`src/rtl/acc_exec_pkg.sv`:
```
package acc_exec_pkg;
  localparam int OPC_W = 8;
  localparam int IDX_W = 3;

  localparam logic [4:0] GRP_AND = 5'b10000;
  localparam logic [4:0] GRP_OR  = 5'b10001;
  localparam logic [4:0] GRP_XOR = 5'b10010;
  localparam logic [4:0] GRP_MSC = 5'b10011;
  localparam logic [4:0] GRP_ADD = 5'b10100;
  localparam logic [4:0] GRP_SUB = 5'b10110;
  localparam logic [OPC_W-1:0] OPC_NOT = 8'h0F;

  typedef enum logic [3:0] {
    FN_NONE, FN_AND, FN_OR, FN_XOR, FN_ADD, FN_SUB, FN_ROL, FN_ROR,
    FN_INCA, FN_DECA, FN_INCD, FN_DECD, FN_NOT
  } alu_fn_e;

  typedef enum logic [1:0] {SRC_NONE, SRC_REG, SRC_IMM, SRC_MEM} src_e;

  typedef struct packed {
    alu_fn_e fn;
    src_e    src;
    logic    bad;
  } dec_t;

  typedef enum logic {ST_IDLE, ST_WAIT} st_e;
endpackage

```
`src/rtl/acc_exec_rst_sync.sv`:
```
module acc_exec_rst_sync #(
  parameter int STAGES = 2
) (
  input  logic clk,
  input  logic rst_n_in,
  output logic rst_n_out
);
  logic [STAGES-1:0] chain;

  always_ff @(posedge clk or negedge rst_n_in) begin
    if (!rst_n_in) chain <= '0;
    else           chain <= {chain[STAGES-2:0], 1'b1};
  end

  assign rst_n_out = chain[STAGES-1];
endmodule

```
`src/rtl/acc_exec_opdec.sv`:
```
module acc_exec_opdec
  import acc_exec_pkg::*;
(
  input  logic [OPC_W-1:0] opcode,
  output dec_t             dec
);
  logic             grp;
  logic [IDX_W-1:0] idx;

  assign idx = opcode[IDX_W-1:0];

  always_comb begin
    dec = '{fn: FN_NONE, src: SRC_NONE, bad: 1'b1};
    grp = 1'b0;
    case (opcode[OPC_W-1:IDX_W])
      GRP_AND: begin dec.fn = FN_AND; grp = 1'b1; end
      GRP_OR:  begin dec.fn = FN_OR;  grp = 1'b1; end
      GRP_XOR: begin dec.fn = FN_XOR; grp = 1'b1; end
      GRP_ADD: begin dec.fn = FN_ADD; grp = 1'b1; end
      GRP_SUB: begin dec.fn = FN_SUB; grp = 1'b1; end
      GRP_MSC: begin
        dec.bad = 1'b0;
        case (idx)
          3'd0:    dec.fn = FN_ROL;
          3'd2:    dec.fn = FN_ROR;
          3'd4:    dec.fn = FN_INCD;
          3'd5:    dec.fn = FN_DECD;
          3'd6:    dec.fn = FN_INCA;
          3'd7:    dec.fn = FN_DECA;
          default: dec.bad = 1'b1;
        endcase
      end
      default: begin
        if (opcode == OPC_NOT) begin
          dec.fn  = FN_NOT;
          dec.bad = 1'b0;
        end
      end
    endcase
    if (grp) begin
      dec.bad = 1'b0;
      if (idx == 3'd7)      dec.src = SRC_MEM;
      else if (idx == 3'd6) dec.src = SRC_IMM;
      else                  dec.src = SRC_REG;
    end
  end
endmodule

```
`src/rtl/acc_exec_alu.sv`:
```
module acc_exec_alu
  import acc_exec_pkg::*;
#(
  parameter int DATA_W = 8
) (
  input  alu_fn_e           fn,
  input  logic [DATA_W-1:0] a,
  input  logic [DATA_W-1:0] b,
  output logic [DATA_W-1:0] y
);
  localparam logic [DATA_W-1:0] ONE = DATA_W'(1);

  always_comb begin
    case (fn)
      FN_AND:  y = a & b;
      FN_OR:   y = a | b;
      FN_XOR:  y = a ^ b;
      FN_ADD:  y = a + b;
      FN_SUB:  y = a - b;
      FN_ROL:  y = {a[DATA_W-2:0], a[DATA_W-1]};
      FN_ROR:  y = {a[0], a[DATA_W-1:1]};
      FN_INCA: y = a + ONE;
      FN_DECA: y = a - ONE;
      FN_NOT:  y = ~a;
      default: y = a;
    endcase
  end
endmodule

```
`src/rtl/acc_exec_ptr.sv`:
```
module acc_exec_ptr
  import acc_exec_pkg::*;
#(
  parameter int PTR_W = 16
) (
  input  alu_fn_e          fn,
  input  logic [PTR_W-1:0] d,
  output logic [PTR_W-1:0] y
);
  localparam logic [PTR_W-1:0] ONE = PTR_W'(1);

  always_comb begin
    case (fn)
      FN_INCD: y = d + ONE;
      FN_DECD: y = d - ONE;
      default: y = d;
    endcase
  end
endmodule

```
`src/rtl/acc_exec.sv`:
```
module acc_exec
  import acc_exec_pkg::*;
#(
  parameter int DATA_W = 8
) (
  input  logic                clk,
  input  logic                rst_n,
  input  logic                start,
  input  logic [OPC_W-1:0]    opcode,
  input  logic                bank_sel,
  input  logic [DATA_W-1:0]   imm_byte,
  input  logic [DATA_W-1:0]   acc_q,
  input  logic [2*DATA_W-1:0] dptr_q,
  output logic                reg_rd_bank,
  output logic [IDX_W-1:0]    reg_rd_idx,
  input  logic [DATA_W-1:0]   reg_rd_data,
  output logic                imm_used,
  output logic                mem_req,
  output logic [2*DATA_W-1:0] mem_addr,
  input  logic                mem_rvalid,
  input  logic [DATA_W-1:0]   mem_rdata,
  output logic                acc_we,
  output logic [DATA_W-1:0]   acc_wd,
  output logic                dptr_we,
  output logic [2*DATA_W-1:0] dptr_wd,
  output logic                done,
  output logic                illegal
);
  localparam int PTR_W = 2 * DATA_W;

  logic rst_n_s;
  acc_exec_rst_sync #(.STAGES(2)) u_rst (
    .clk(clk), .rst_n_in(rst_n), .rst_n_out(rst_n_s)
  );

  dec_t dec;
  acc_exec_opdec u_dec (.opcode(opcode), .dec(dec));

  st_e               st, st_n;
  alu_fn_e           fn_q, fn_n;
  logic [DATA_W-1:0] a_q, a_n;
  logic              take;

  alu_fn_e           alu_fn;
  logic [DATA_W-1:0] alu_a, alu_b, alu_y;
  logic [PTR_W-1:0]  ptr_y;

  logic                mem_req_n, acc_we_n, dptr_we_n, done_n, illegal_n;
  logic [PTR_W-1:0]    mem_addr_n, dptr_wd_n;
  logic [DATA_W-1:0]   acc_wd_n;

  assign reg_rd_bank = bank_sel;
  assign reg_rd_idx  = opcode[IDX_W-1:0];
  assign take        = start && (st == ST_IDLE);
  assign imm_used    = take && !dec.bad && (dec.src == SRC_IMM);

  // operand selection: live sources when idle, memory data while waiting
  always_comb begin
    if (st == ST_WAIT) begin
      alu_fn = fn_q;
      alu_a  = a_q;
      alu_b  = mem_rdata;
    end else begin
      alu_fn = dec.fn;
      alu_a  = acc_q;
      case (dec.src)
        SRC_REG: alu_b = reg_rd_data;
        SRC_IMM: alu_b = imm_byte;
        default: alu_b = '0;
      endcase
    end
  end

  acc_exec_alu #(.DATA_W(DATA_W)) u_alu (
    .fn(alu_fn), .a(alu_a), .b(alu_b), .y(alu_y)
  );

  acc_exec_ptr #(.PTR_W(PTR_W)) u_ptr (
    .fn(dec.fn), .d(dptr_q), .y(ptr_y)
  );

  // next-state
  always_comb begin
    st_n       = st;
    fn_n       = fn_q;
    a_n        = a_q;
    mem_req_n  = mem_req;
    mem_addr_n = mem_addr;
    acc_wd_n   = acc_wd;
    dptr_wd_n  = dptr_wd;
    acc_we_n   = 1'b0;
    dptr_we_n  = 1'b0;
    done_n     = 1'b0;
    illegal_n  = 1'b0;
    case (st)
      ST_IDLE: begin
        if (take) begin
          fn_n = dec.fn;
          a_n  = acc_q;
          if (dec.bad) begin
            done_n    = 1'b1;
            illegal_n = 1'b1;
          end else if (dec.src == SRC_MEM) begin
            st_n       = ST_WAIT;
            mem_req_n  = 1'b1;
            mem_addr_n = dptr_q;
          end else if (dec.fn == FN_INCD || dec.fn == FN_DECD) begin
            dptr_we_n = 1'b1;
            dptr_wd_n = ptr_y;
            done_n    = 1'b1;
          end else begin
            acc_we_n = 1'b1;
            acc_wd_n = alu_y;
            done_n   = 1'b1;
          end
        end
      end
      ST_WAIT: begin
        if (mem_rvalid) begin
          st_n      = ST_IDLE;
          mem_req_n = 1'b0;
          acc_we_n  = 1'b1;
          acc_wd_n  = alu_y;
          done_n    = 1'b1;
        end
      end
      default: st_n = ST_IDLE;
    endcase
  end

  // registers
  always_ff @(posedge clk or negedge rst_n_s) begin
    if (!rst_n_s) begin
      st       <= ST_IDLE;
      fn_q     <= FN_NONE;
      a_q      <= '0;
      mem_req  <= 1'b0;
      mem_addr <= '0;
      acc_we   <= 1'b0;
      acc_wd   <= '0;
      dptr_we  <= 1'b0;
      dptr_wd  <= '0;
      done     <= 1'b0;
      illegal  <= 1'b0;
    end else begin
      st       <= st_n;
      fn_q     <= fn_n;
      a_q      <= a_n;
      mem_req  <= mem_req_n;
      mem_addr <= mem_addr_n;
      acc_we   <= acc_we_n;
      acc_wd   <= acc_wd_n;
      dptr_we  <= dptr_we_n;
      dptr_wd  <= dptr_wd_n;
      done     <= done_n;
      illegal  <= illegal_n;
    end
  end
endmodule

```
`config.mk`:
```
export PLATFORM = sky130hd
export DESIGN_NAME = acc_exec
export DESIGN_NICKNAME = d
export VERILOG_FILES = /design/src/rtl/acc_exec_pkg.sv /design/src/rtl/acc_exec_rst_sync.sv /design/src/rtl/acc_exec_opdec.sv /design/src/rtl/acc_exec_alu.sv /design/src/rtl/acc_exec_ptr.sv /design/src/rtl/acc_exec.sv
export SDC_FILE = /design/constraint.sdc
export NUM_CORES = 1
export LEC_CHECK = 0
export BUFFER_PORTS_ARGS = -buffer_cell sky130_fd_sc_hd__buf_2
export CORE_MARGIN = 4
export CORE_UTILIZATION = 56
export CTS_CLUSTER_SIZE = 16
export DETAILED_ROUTE_END_ITERATION = 8
export GPL_TIMING_DRIVEN = 0
export PLACE_DENSITY = 0.82
export SYNTH_ARGS = -nofsm -noshare
export SYNTH_HDL_FRONTEND = slang
export SYNTH_SLANG_ARGS = --single-unit
```
`constraint.sdc`:
```
create_clock -name clk -period 2.5 [get_ports clk]
set_input_delay 0.125 -clock clk [delete_from_list [all_inputs] [get_ports clk]]
set_output_delay 0.125 -clock clk [all_outputs]
set_load 0.02 [all_outputs]
```
; After elaboration in Yosys (flattened, before gate mapping)
; Cells that the tools add are included.
[classes]
reduce_logical = 13
addsub = 6
shift = 0
multipliers = 0
bitwise_logic = 7
n_mux = 50
eq_ne = 33
n_div = 0
magnitude_cmp = 0
[op_table]
columns = op, count
row1 = one-hot mux 8 bit (10 select lines), 1
row2 = 2-to-1 mux 8 bit, 7
row3 = one-hot mux 4 bit (6 select lines), 2
row4 = one-hot mux 16 bit (2 select lines), 1
row5 = one-hot mux 8 bit (2 select lines), 2
row6 = == test 5 bit (second input constant), 6
row7 = 2-to-1 mux 1 bit, 27
row8 = == test 4 bit (second input constant), 5
row9 = adder 16 x 1 -> 16 bit (second input constant), 1
row10 = == test 4 x 3 -> 1 bit (second input constant), 4
row11 = subtractor 16 x 1 -> 16 bit (second input constant), 1
row12 = == test 3 bit (second input constant), 4
row13 = inequality test 2 bit (second input constant), 5
row14 = one-hot mux 1 bit (2 select lines), 5
row15 = AND reduction 5 bit, 2
row16 = adder 8 x 1 -> 8 bit (second input constant), 1
row17 = adder 8 bit, 1
row18 = bitwise AND 8 bit, 1
row19 = == test 4 x 2 -> 1 bit (second input constant), 2
row20 = == test 8 x 4 -> 1 bit (second input constant), 1
row21 = 2-to-1 mux 4 bit, 2
row22 = inverter 8 bit, 1
row23 = OR 8 bit, 1
row24 = AND reduction 4 bit, 2
row25 = 18 further kinds, 24
[word_totals]
in_bits = 61
ff_bits = 60
output_inout_bits = 50
mem_bits_rw = 0
latchBits = 0
word_cells = 121
mem_bits_ro = 0
memories = 0

; Logic depth before layout (Yosys ltp)
[depth]
ltp_word = 15
depth_mapped = 25

; Cells and area by module
; Synthesis repeated with hierarchy kept, for this count alone.
[hier_totals]
cells_unflattened = 594
area_unflattened_um2 = 5377.7
[modules_own_cells]
columns = mod, area_per_inst_um2, instances, cells_per_inst
row1 = acc_exec, 2681.3, 1, 184
row2 = acc_exec_alu, 1677.9, 1, 258
row3 = acc_exec_ptr, 792.0, 1, 121
row4 = acc_exec_opdec, 172.7, 1, 28
row5 = acc_exec_rst_sync, 53.8, 1, 3

; Least setup slack after synthesis
; No wires, ideal clock.
[synth_path]
path_type = input -> register
start = in opcode[4]
end = reg acc_wd[6]
path_buffers = 2
stages = 22
arrival_time_ns = 3.924
setup_ns = 0.136
setup_slack_ns = -1.560
cell_sequence = buf_2 -> o21a_1 -> nor3_1 -> ha_1 -> clkbuf_1 -> a22oi_1 -> o21ai_0 -> inv_1 -> ha_1 -> xnor2_1 -> a221o_1 -> a21oi_1 -> ha_1 -> nor2b_1 -> o21ai_0 -> nand2b_1 -> a21o_1 -> a21oi_1 -> xor2_1 -> o221ai_1 -> o31ai_1 -> a21oi_1
[synth_via]
elab_chain_cells = 14
[synth_lines]
columns = item, line
row1 = start: declaration, acc_exec.sv:9  ; input logic [OPC_W-1:0] opcode,
row2 = == test 5 bit, acc_exec_opdec.sv:15  ; case (opcode[OPC_W-1:IDX_W])
row3 = OR reduction 5 bit (no source line), --
row4 = 2-to-1 mux 1 bit, acc_exec_opdec.sv:15
row5 = 2-to-1 mux 3 bit, acc_exec_opdec.sv:40  ; if (grp) begin
row6 = == test 2 bit or == test 2 x 1 -> 1 bit (tied branches), acc_exec.sv:66  ; case (dec.src)
row7 = one-hot mux 8 bit (2 select lines), acc_exec.sv:66
row8 = 2-to-1 mux 8 bit, acc_exec.sv:59  ; if (st == ST_WAIT) begin
row9 = subtractor 8 bit (tied with other cells), acc_exec_alu.sv:19  ; FN_SUB: y = a - b;
row10 = one-hot mux 8 bit (10 select lines), acc_exec_alu.sv:14  ; case (fn)
row11 = 2-to-1 mux 8 bit, acc_exec.sv:107  ; end else if (dec.fn == FN_INCD || dec.fn == FN_DECD) begin
row12 = 2-to-1 mux 8 bit, acc_exec.sv:103  ; end else if (dec.src == SRC_MEM) begin
row13 = 2-to-1 mux 8 bit, acc_exec.sv:100  ; if (dec.bad) begin
row14 = 2-to-1 mux 8 bit, acc_exec.sv:97  ; if (take) begin
row15 = one-hot mux 8 bit (2 select lines), acc_exec.sv:95  ; case (st)
row16 = end signal: assignment, acc_exec.sv:152  ; acc_wd <= acc_wd_n;
row17 = end: declaration, acc_exec.sv:23  ; output logic [DATA_W-1:0] acc_wd,
; Several ways; a longest one is shown, not always the timed one. The select of a mux whose other input is x is not followed.
; A chain may end at the register's enable or synchronous reset.

; Final worst setup path
[layout_path]
start = reg st
end = reg acc_wd[6]
[layout_via]
elab_chain_cells = 8
[layout_lines]
columns = item, line
row1 = start: declaration, acc_exec.sv:39  ; st_e st, st_n;
row2 = start signal: assignment, acc_exec.sv:146  ; st <= st_n;
row3 = 2-to-1 mux 8 bit or 2-to-1 mux 4 bit (tied branches), acc_exec.sv:59
row4 = subtractor 8 x 1 -> 8 bit (tied with other cells), acc_exec_alu.sv:23  ; FN_DECA: y = a - ONE;
row5 = one-hot mux 8 bit (10 select lines), acc_exec_alu.sv:14
row6 = 2-to-1 mux 8 bit, acc_exec.sv:107
row7 = 2-to-1 mux 8 bit, acc_exec.sv:103
row8 = 2-to-1 mux 8 bit, acc_exec.sv:100
row9 = 2-to-1 mux 8 bit, acc_exec.sv:97
row10 = one-hot mux 8 bit (2 select lines), acc_exec.sv:95
; Several ways; a longest one is shown, not always the timed one. The select of a mux whose other input is x is not followed.

==> impl_metrics.tcl <==
set metrics [dict create \
    yosys.area.top_type "dfrtp_1" \
    grt_usage_pct 31.8 \
    drtIter0Drc 513 \
    min_to "dptr_wd[0]$_DFFE_PN0P_" \
    whs_path_depth 2 \
    p_seq_share_pct 39.3 \
    critPathKind "reg -> reg" \
    hp-start "dptr_q[0]" \
    layout.cells.non_filler 878 \
    grt_max_degree 32 \
    synth_flop_cell "dfrtp_1" \
    violations "negative setup slack" \
    fp-row-count 34 \
    avgSynthCellArea_sq_um 8.64 \
    final_area_sq_mm 0.00723 \
    tns_ns -14.28 \
    synth_async_sr_flop_share_pct 100 \
    gp_congestion 0.982 \
    mostFrequentLayoutCells "buf_2 (104), buf_4 (67), nand2_1 (62)" \
    grt_overflow 0 \
    numCtsBuffers 9 \
    yosysWarnings 0 \
    diodes 0 \
    ys_types 72 \
    comb_power_share_pct 31.0 \
    synth-edff-count 0 \
    pre_cts_slack_ns -2.08 \
    tritoncts "yes" \
    p_int_mw 1.78 \
    clkPwrFrac_pct 29.7 \
    wl_microns 18600 \
    synth_fp_nets 676 \
    wl_per_cell_microns 21.2 \
    ir_worst_vdd_mv 0.376 \
    p_switching_mw 0.992 \
    synth-seq-cells 60 \
    clk_path_buf_depth 2 \
    die_area_sq_mm 0.0104 \
    finalHoldViolCount 0 \
    status "complete, but fails checks" \
    core_area_sq_mm 0.00868 \
    cts_sinks 60 \
    worstSetupStartpointType "flip-flop" \
    finalWorstSetupSlack_ns -1.34 \
    place_area_sq_mm 0.00583 \
    worst_slew_pin_slew_ns 0.895 \
    via_per_inst 6.41 \
    area_growth_pct 45.9 \
    timing.rr.end "acc_wd[6]$_DFFE_PN0P_" \
    clkLatencyLatePin_ns 0.36 \
    start_util_pct 57.1 \
    fill_cells 475 \
    ff2ff_setup_slack_ns -1.34 \
    drc 0 \
    h-tree-depth 3 \
    timing.final.crit_share_pct 154 \
    worst_ep_required_time_ns 2.73 \
    io_pins 111 \
    max_slew_margin_pct 39.9 \
    cts-root-buf "clkbuf_8" \
    p_leak_nw 3.39 \
    grt_pass1_vias 5379 \
    synth_top_area_share_pct 30.3 \
    place_inst 790 \
    setup-violations-final 19 \
    drv_slew 0 \
    synth_area_leaders "dfrtp_1 (30%), ha_1 (9.8%), nand2_1 (5.3%), mux2_2 (5.2%), o21ai_0 (4.5%)" \
    ant_nets 0 \
    cp_data_arrival_time_ns 4.07 \
    r2r-start "st$_DFF_PN0_" \
    yosysSeqAreaShare_pct 30.3 \
    die_y_microns 102 \
    fmax_mhz 260 \
    rsz0062_at_grt "yes" \
    endpoint_kind "flip-flop" \
    die_w_microns 102 \
    period_needed_ns 3.84 \
    grt_antenna_before_repair 0 \
    dr.pass1.iters 6 \
    vias 5624 \
    drive_gt1_share_pct 45.8 \
    ff2ff_path_depth 18 \
    p_per_area_mw_per_mm2 384 \
    io_buffers 107 \
    netlist_area_sq_mm 0.00496 \
    max_cap_violations 0 \
    grt_pass1_wl_microns 26200 \
    place_hpwl_microns 11300 \
    path_clk_slew_ns 0.08 \
    nNetsFinal 867 \
    skew_ns 0.0143 \
    cp_max_fo 5 \
    sw_frac_of_total_pct 35.7 \
    synth_cells 574 \
    hold_class "in -> reg" \
    final_common_cell "buf_2" \
]
-- metrics by stage --
step                util, %  hold slack, ns  power [mW]
floorplan                 -          -0.171        1.54
global placement       66.9         -0.0897        1.74
detailed placement     67.1         -0.0893        1.76
CTS                    77.3         0.00749        2.67
global route           83.3          0.0162        2.88
finish                 83.3         0.00481        2.78
-- how the worst max path moves through the flow --
stage | slack (ns) | endpoint | startpoint
after detailed placement | -2.08 | acc_wd[6]$_DFFE_PN0P_ | st$_DFF_PN0_
after global placement | -2.03 | acc_wd[6]$_DFFE_PN0P_ | st$_DFF_PN0_
after floorplan | -1.08 | acc_wd[6]$_DFFE_PN0P_ | opcode[4]
after global routing | -1.45 | acc_wd[5]$_DFFE_PN0P_ | st$_DFF_PN0_
after CTS | -1.30 | acc_wd[6]$_DFFE_PN0P_ | opcode[4]
final | -1.34 | acc_wd[6]$_DFFE_PN0P_ | st$_DFF_PN0_
-- Yosys cell counts (all sizes together) (5+ instances only) --
cell    count
nor3       14
a22oi      16
o41ai       5
nor2       28
a21oi      23
a31oi       7
buf        15
ha         39
a21o        7
nor4        5
mux2i       7
nand3      16
nand2b      9
o31ai       7
mux2       23
inv        34
a211oi      9
dfrtp      60
a21boi      5
nand2      70
xnor2       7
nor2b       7
and3        6
a22o        6
o21ai      49
o21a        8
xor2       10
clkbuf     14
-- sequential cells by signal (all words and copies together), names as in the netlist, 2 cells and up --
| signal | count |
|---|---|
| a_q | 8 |
| fn_q | 4 |
| acc_wd | 8 |
| dptr_wd | 16 |
| u_rst.chain | 2 |
| mem_addr | 16 |
-- logic make-up after synthesis --
group	count (synthesis)	share of synthesized area, %
xor gates and xnor gates	17	3.00
buffers and inverters	63	5.40
other	1	0.0756
adders and majority gates	41	10.7
muxes	30	6.64
and+or+nand+nor	182	18.5
DFF	60	30.3
AOI/OAI and AO/OA	180	25.4
-- worst max-delay path: stages, from the launching register on --
cell      delay [ns]
dfrtp_2         0.47
buf_4           0.15
nand2b_4        0.17
o21ai_4         0.20
inv_2           0.10
ha_4            0.19
xnor2_2         0.13
a221o_1         0.33
a21oi_2         0.21
ha_1            0.29
nor2b_4         0.14
o21ai_2         0.16
nand2b_1        0.11
a21o_1          0.19
a21oi_2         0.13
xor2_1          0.24
o221ai_2        0.15
o31ai_2         0.24
a21oi_1         0.10
-- power by group through the flow --
stage	Sequential [mW]	Clock, mW	Combinational [mW]
floorplan	1.17	0	0.370
global placement	1.11	0	0.627
detailed placement	1.11	0	0.658
CTS	1.09	0.823	0.760
global route	1.10	0.862	0.918
finish	1.09	0.824	0.861
-- cell type report --
type	instances	area, sq um	share of cell area (%)
Multi-Input combinational cell	451	3830	53.0
Sequential cell	60	1500	20.8
Timing Repair Buffer	182	1210	16.8
Buffer	27	230	3.18
Tap cell	108	135	1.87
Inverter	34	131	1.82
Clock buffer	9	124	1.71
Clock inverter	7	56.3	0.779
-- what timing repair did --
item	CTS	global route
setup endpoints to repair	20	19
gates resized for setup	95	63
gates cloned	0	1
hold endpoints to repair	3	0
pin swaps	59	69
hold buffers	2	0
buffers inserted	44	29
-- per-layer routing --
metal / up-vias / part of all wire [%] / track usage [%]
met5: - / 0 / 0
li1: 2515 / - / -
met2: 359 / 49 / 53.6
met3: 76 / 9.5 / 7.78
met1: 2674 / 38 / 38.6
met4: 0 / 4.0 / 14.0
(Power assumes the default switching activity.)
